<file path="config.mk">
export PLATFORM = sky130hd
export DESIGN_NAME = pwmt_top
export DESIGN_NICKNAME = d
export VERILOG_FILES = /design/src/rtl/pwmt_pkg.sv /design/src/rtl/pwmt_regs.sv /design/src/rtl/pwmt_counter.sv /design/src/rtl/pwmt_wave.sv /design/src/rtl/pwmt_top.sv
export SDC_FILE = /design/constraint.sdc
export NUM_CORES = 1
export LEC_CHECK = 0
export ABC_AREA = 0
export BUFFER_PORTS_ARGS = -buffer_cell sky130_fd_sc_hd__clkbuf_2
export CORE_MARGIN = 1
export CORE_UTILIZATION = 59
export CTS_BUF_LIST = sky130_fd_sc_hd__clkbuf_8
export DETAILED_ROUTE_END_ITERATION = 12
export GPL_TIMING_DRIVEN = 0
export PLACE_DENSITY = 0.76
export SYNTH_ARGS = -nofsm -noshare
export SYNTH_HDL_FRONTEND = slang
export SYNTH_SLANG_ARGS = --single-unit
</file>
<file path="constraint.sdc">
create_clock -name clk -period 10.92 [get_ports clk]
set_input_delay 2.184 -clock clk [delete_from_list [all_inputs] [get_ports clk]]
set_output_delay 2.184 -clock clk [all_outputs]
set_load 0.02 [all_outputs]
</file>
<file path="src/rtl/pwmt_pkg.sv">
// Package: shared address map and control bit positions for the PWM timer.
// Assumes a 3-bit word address and a 32-bit data bus.
package pwmt_pkg;
    localparam int ADDR_W = 3;
    localparam int DATA_W = 32;

    typedef enum logic [ADDR_W-1:0] {
        ADR_CNT    = 3'd0,
        ADR_PER    = 3'd1,
        ADR_CMP    = 3'd2,
        ADR_PER_SH = 3'd3,
        ADR_CMP_SH = 3'd4,
        ADR_CTRL   = 3'd5
    } pwmt_addr_e;

    localparam int CTL_RUN    = 0;
    localparam int CTL_OUT_EN = 1;
    localparam int CTL_INVERT = 2;
endpackage

</file>
<file path="src/rtl/pwmt_regs.sv">
// Module: holds control, active and shadow period/compare registers.
// Active registers accept writes only while stopped; shadow registers load
// into their active copy on a wrap if written since the last wrap.
module pwmt_regs
    import pwmt_pkg::*;
#(
    parameter int CNT_W  = 32,
    parameter int CTRL_W = 16
) (
    input  logic              clk,
    input  logic              rst_n,
    input  logic              wr_en,
    input  logic [ADDR_W-1:0] wr_addr,
    input  logic [DATA_W-1:0] wr_data,
    input  logic              wrap,
    output logic [CNT_W-1:0]  per_act,
    output logic [CNT_W-1:0]  cmp_act,
    output logic [CNT_W-1:0]  per_sh,
    output logic [CNT_W-1:0]  cmp_sh,
    output logic [CTRL_W-1:0] ctrl
);
    localparam int NPAIR = 2;

    logic [CNT_W-1:0]  act_q [NPAIR];
    logic [CNT_W-1:0]  sh_q  [NPAIR];
    logic [NPAIR-1:0]  pend_q;
    logic [CTRL_W-1:0] ctrl_q;

    // Control register: plain write, cleared by reset.
    always_ff @(posedge clk) begin
        if (!rst_n)
            ctrl_q <= '0;
        else if (wr_en && wr_addr == ADR_CTRL)
            ctrl_q <= wr_data[CTRL_W-1:0];
    end

    for (genvar g = 0; g < NPAIR; g++) begin : g_pair
        localparam logic [ADDR_W-1:0] A_ACT = (g == 0) ? ADR_PER    : ADR_CMP;
        localparam logic [ADDR_W-1:0] A_SH  = (g == 0) ? ADR_PER_SH : ADR_CMP_SH;

        // One active/shadow pair with its pending-copy flag.
        always_ff @(posedge clk) begin
            if (!rst_n) begin
                act_q[g]  <= '0;
                sh_q[g]   <= '0;
                pend_q[g] <= 1'b0;
            end else begin
                if (wrap && pend_q[g]) begin
                    act_q[g]  <= sh_q[g];
                    pend_q[g] <= 1'b0;
                end
                if (wr_en && wr_addr == A_SH) begin
                    sh_q[g]   <= wr_data[CNT_W-1:0];
                    pend_q[g] <= 1'b1;
                end else if (wr_en && wr_addr == A_ACT && !ctrl_q[CTL_RUN]) begin
                    act_q[g]  <= wr_data[CNT_W-1:0];
                    pend_q[g] <= 1'b0;
                end
            end
        end
    end

    assign per_act = act_q[0];
    assign cmp_act = act_q[1];
    assign per_sh  = sh_q[0];
    assign cmp_sh  = sh_q[1];
    assign ctrl    = ctrl_q;
endmodule

</file>
<file path="src/rtl/pwmt_counter.sv">
// Module: up counter that wraps after reaching period-1 (period 0 acts as 1).
// Assumes preset requests arrive only while stopped; the top gates them.
module pwmt_counter #(
    parameter int CNT_W = 32
) (
    input  logic             clk,
    input  logic             rst_n,
    input  logic             run,
    input  logic             preset_en,
    input  logic [CNT_W-1:0] preset_val,
    input  logic [CNT_W-1:0] per_act,
    output logic [CNT_W-1:0] cnt,
    output logic             wrap
);
    localparam logic [CNT_W-1:0] ONE = CNT_W'(1);

    logic [CNT_W-1:0] cnt_q;
    logic             last;

    // Last count of the period, treating period 0 like period 1.
    always_comb begin
        if (per_act <= ONE)
            last = 1'b1;
        else
            last = (cnt_q >= per_act - ONE);
    end

    // Count, wrap, hold or preset.
    always_ff @(posedge clk) begin
        if (!rst_n)
            cnt_q <= '0;
        else if (run)
            cnt_q <= last ? '0 : cnt_q + ONE;
        else if (preset_en)
            cnt_q <= preset_val;
    end

    assign cnt  = cnt_q;
    assign wrap = run && last;
endmodule

</file>
<file path="src/rtl/pwmt_wave.sv">
// Module: compare, polarity and gating stage with a registered output.
// Output reflects the counter value of the previous cycle.
module pwmt_wave #(
    parameter int CNT_W = 32
) (
    input  logic             clk,
    input  logic             rst_n,
    input  logic [CNT_W-1:0] cnt,
    input  logic [CNT_W-1:0] cmp_act,
    input  logic             out_en,
    input  logic             invert,
    output logic             pwm_out
);
    logic out_q;

    // Register the gated, polarity-adjusted compare result.
    always_ff @(posedge clk) begin
        if (!rst_n)
            out_q <= 1'b0;
        else
            out_q <= out_en ? ((cnt < cmp_act) ^ invert) : 1'b0;
    end

    assign pwm_out = out_q;
endmodule

</file>
<file path="src/rtl/pwmt_top.sv">
// Module: timer-based PWM generator top: register port, counter, waveform.
// Assumes a single clock domain and a synchronous active-low reset.
module pwmt_top
    import pwmt_pkg::*;
#(
    parameter int CNT_W  = 32,
    parameter int CTRL_W = 16
) (
    input  logic              clk,
    input  logic              rst_n,
    input  logic              wr_en,
    input  logic [2:0]        wr_addr,
    input  logic [31:0]       wr_data,
    input  logic [2:0]        rd_addr,
    output logic [31:0]       rd_data,
    output logic              pwm_out
);
    logic [CNT_W-1:0]  per_act;
    logic [CNT_W-1:0]  cmp_act;
    logic [CNT_W-1:0]  per_sh;
    logic [CNT_W-1:0]  cmp_sh;
    logic [CTRL_W-1:0] ctrl;
    logic [CNT_W-1:0]  cnt;
    logic              wrap;
    logic              preset_en;

    assign preset_en = wr_en && (wr_addr == ADR_CNT) && !ctrl[CTL_RUN];

    pwmt_regs #(.CNT_W(CNT_W), .CTRL_W(CTRL_W)) u_regs (
        .clk     (clk),
        .rst_n   (rst_n),
        .wr_en   (wr_en),
        .wr_addr (wr_addr),
        .wr_data (wr_data),
        .wrap    (wrap),
        .per_act (per_act),
        .cmp_act (cmp_act),
        .per_sh  (per_sh),
        .cmp_sh  (cmp_sh),
        .ctrl    (ctrl)
    );

    pwmt_counter #(.CNT_W(CNT_W)) u_cnt (
        .clk        (clk),
        .rst_n      (rst_n),
        .run        (ctrl[CTL_RUN]),
        .preset_en  (preset_en),
        .preset_val (wr_data[CNT_W-1:0]),
        .per_act    (per_act),
        .cnt        (cnt),
        .wrap       (wrap)
    );

    pwmt_wave #(.CNT_W(CNT_W)) u_wave (
        .clk     (clk),
        .rst_n   (rst_n),
        .cnt     (cnt),
        .cmp_act (cmp_act),
        .out_en  (ctrl[CTL_OUT_EN]),
        .invert  (ctrl[CTL_INVERT]),
        .pwm_out (pwm_out)
    );

    // Read multiplexer over the register map.
    always_comb begin
        case (rd_addr)
            ADR_CNT:    rd_data = DATA_W'(cnt);
            ADR_PER:    rd_data = DATA_W'(per_act);
            ADR_CMP:    rd_data = DATA_W'(cmp_act);
            ADR_PER_SH: rd_data = DATA_W'(per_sh);
            ADR_CMP_SH: rd_data = DATA_W'(cmp_sh);
            ADR_CTRL:   rd_data = DATA_W'(ctrl);
            default:    rd_data = '0;
        endcase
    end
endmodule

</file>
==> flow_summary.toml <==
[die]
fp-row-count = 49
die_area_sq_um = 19400
die_h_microns = 139
coreArea_sq_um = 18200
initial_core_util_pct = 61.2
pin_count = 74
die_w_microns = 139

[cells_and_area]
final_net_count = 1262
stdcell_area_sq_um = 12300
areaGrowthSynthToFinish_pct = 10.3
drive_above_1_share_pct = 13.4
final_core_util_pct = 67.5
fillers = 1452

[placement]
port_buffers = 70
hpwl_microns = 25900
place_congestion = 0.953
placed_cell_area_sq_um = 11800

[pwr]
p_leak_nw = 4.58
ir_drop_uv = 100
power_mw = 1.51
p_per_area_nw_per_um2 = 123

[cts]
cts_max_path_buffers = 2
clk_pin_slew_worst_paths_ns = 0.09
hold_buffers = 0
cts_setup_buffers = 0
cts_sinks = 179
cts-buffers-inserted = 17
cts_tree = "built"
clock_latency_ns = 0.49
htree_levels = 4
cts-resized-gates = 0
root_buffer = "clkbuf_8"

[synthesis]
syn_inst = 1064
syn_nets = 1171
synth_edf_count = 128
yosysMostFrequentCell = "edfxtp_1"
synth_area_sq_um = 11100
yosysTopAreaCell = "edfxtp_1"
yosys_warnings = 0
synthTopCellsByCount = "edfxtp_1 (128), nand2_1 (77), and2_1 (69), ha_1 (66), mux2i_1 (59)"
synth_top_area_share_pct = 34.5
synth.top_cells.by_area = "edfxtp_1 (35%), dfxtp_1 (9.2%), ha_1 (7.4%)"
synthDistinctLibCells = 70
ys_seq_elements = 179
synth_ff_type = "edfxtp_1"
async_reset_ff_share_pct = 0
yosysSeqAreaShare_pct = 43.7
syn_area_per_cell_sq_um = 10.5

[critical_path]
cp.arrival_ns = 5.30
end_kind = "output port"
crit_path_max_fanout = 10
crit_path_frequent_cell = "clkbuf_2"
slowest_stage = "nor2b_1"
cp_data_required_time_ns = 8.74
cp-start-kind = "input port"
worstPathCellList = "clkbuf_2, buf_1, nor2b_1, clkbuf_1, a21oi_1, o22ai_1, clkbuf_2"
crit_type = "input port to output port"
slowest_delay_ns = 0.88

[sta]
fin_crit_ns = 7.48
fmax_ghz = 0.134
hold_violations = 0
setup_viol = 0
fin_tns_setup_ns = 0
rsz0062_at_grt = "false"
skew_ns = 0.0179
max_slew_margin_pct = 20.9
worstMarginPinSlew_ns = 1.18
hold_slack_ns = 0.463
slew_viol_final = 0
post-route-period-util_pct = 68.5

[routing]
drtAntennaViolNets = 0
drcViolationCount = 0
wl_per_cell_microns = 26.1
vias = 9666
viasPerCell = 6.91
detail_route.first_pass.iterations = 5
drt-total-wl_microns = 36500
drt_iter0_drc = 1417

[global_routing]
grt_use_total_pct = 38.0
grt_pass1_vias = 9151
globalRoute.totalOverflow = 0
antenna_found_initial = 1
grt_pass1_wl_microns = 54300
grt_max_degree = 33

[job]
drv_cap = 0

[hold_path]
min_path_type = "register to register"

[outcome]
status = "finished clean"
## final cells by class
type / instances / area, sq um / share of cell area, %
Antenna cell: 1 / 2.50 / 0.0204
Buffer: 62 / 251 / 2.05
Clock buffer: 17 / 234 / 1.90
Clock inverter: 15 / 201 / 1.64
Inverter: 50 / 188 / 1.53
Multi-Input combinational cell: 773 / 5850 / 47.6
Sequential cell: 179 / 4860 / 39.6
Tap cell: 229 / 287 / 2.33
Timing Repair Buffer: 72 / 405 / 3.30
## placed cells by master, fill, tap and decap left out, types with 17 or more instances in the layout
| cell | n |
|---|---|
| a21oi_1 | 54 |
| a22o_1 | 32 |
| a32o_1 | 32 |
| and2_1 | 69 |
| clkbuf_1 | 43 |
| clkbuf_2 | 70 |
| clkbuf_8 | 17 |
| dfxtp_1 | 51 |
| edfxtp_1 | 128 |
| ha_1 | 66 |
| inv_1 | 49 |
| mux2i_1 | 59 |
| nand2_1 | 76 |
| nand3_1 | 27 |
| nor2_1 | 54 |
| nor3_1 | 20 |
| o21ai_0 | 20 |
| o22ai_1 | 24 |
| o32ai_1 | 20 |
| xnor2_1 | 30 |
| xor2_1 | 19 |
## power breakdown
| part | switching, mW | leakage, nW | internal, mW | total (mW) |
|---|---|---|---|---|
| combinational | 0.139 | 2.64 | 0.0712 | 0.210 |
| sequential | 0.0283 | 1.72 | 0.757 | 0.785 |
| clock | 0.268 | 0.219 | 0.252 | 0.520 |
## stage by stage
step / instances / setup slack, ns
final: 1398 / 3.44
after global routing: 1397 / 3.37
after CTS: 1397 / 3.58
after detailed placement: 1365 / 3.59
after global placement: 1363 / 3.32
after floorplan: 1064 / 4.95
## worst max-delay path: cells and delay by family
| kind | cells | cell delay (ns) |
|---|---|---|
| compound gates | 2 | 0.41 |
| buf+inv | 4 | 1.82 |
| simple gates | 1 | 0.88 |
## metal layers
layer	wire length [microns]	vias up	share of wire, %	GRT usage, %
met5	34	-	0.093	0
li1	-	4246	-	-
met3	4160	97	11	7.71
met1	14700	4654	40	52.4
met2	16300	667	45	58.2
met4	1380	2	3.8	16.4
## kinds of logic (layout without fill, tap and decap cells)
kind of cell	count (synthesis)	count (layout)	share of synthesized area (%)
buffers and inverters	112	216	3.94
AOI/OAI and AO/OA	246	246	16.3
adders and majority gates	66	66	7.41
DFF	179	179	43.7
and+or+nand+nor	333	333	16.4
muxes	79	79	8.44
xor gates and xnor gates	49	49	3.85
other	0	1	0
## flip-flops by register name (all words and copies together) (netlist names)
register / flops
u_regs.act_q: 64
u_regs.sh_q: 64
u_cnt.cnt: 32
u_regs.ctrl: 16
u_regs.pend_q: 2
u_wave.pwm_out: 1
## final timing paths
path / start / to / slack (ns) / depth (start not counted)
worst max-delay path: rd_addr[1] / rd_data[17] / 3.44 / 7
worst min-delay path: u_regs.ctrl[15]$_SDFFE_PN0P_ / u_regs.ctrl[15]$_SDFFE_PN0P_ / 0.46 / 2
worst max register to register: u_regs.act_q[0][6]$_DFFE_PP_ / u_regs.act_q[1][17]$_SDFFCE_PN0P_ / 4.97 / 13
worst min register to register: u_regs.ctrl[15]$_SDFFE_PN0P_ / u_regs.ctrl[15]$_SDFFE_PN0P_ / 0.46 / 2
No activity file was read; power rests on OpenSTA's default activity.
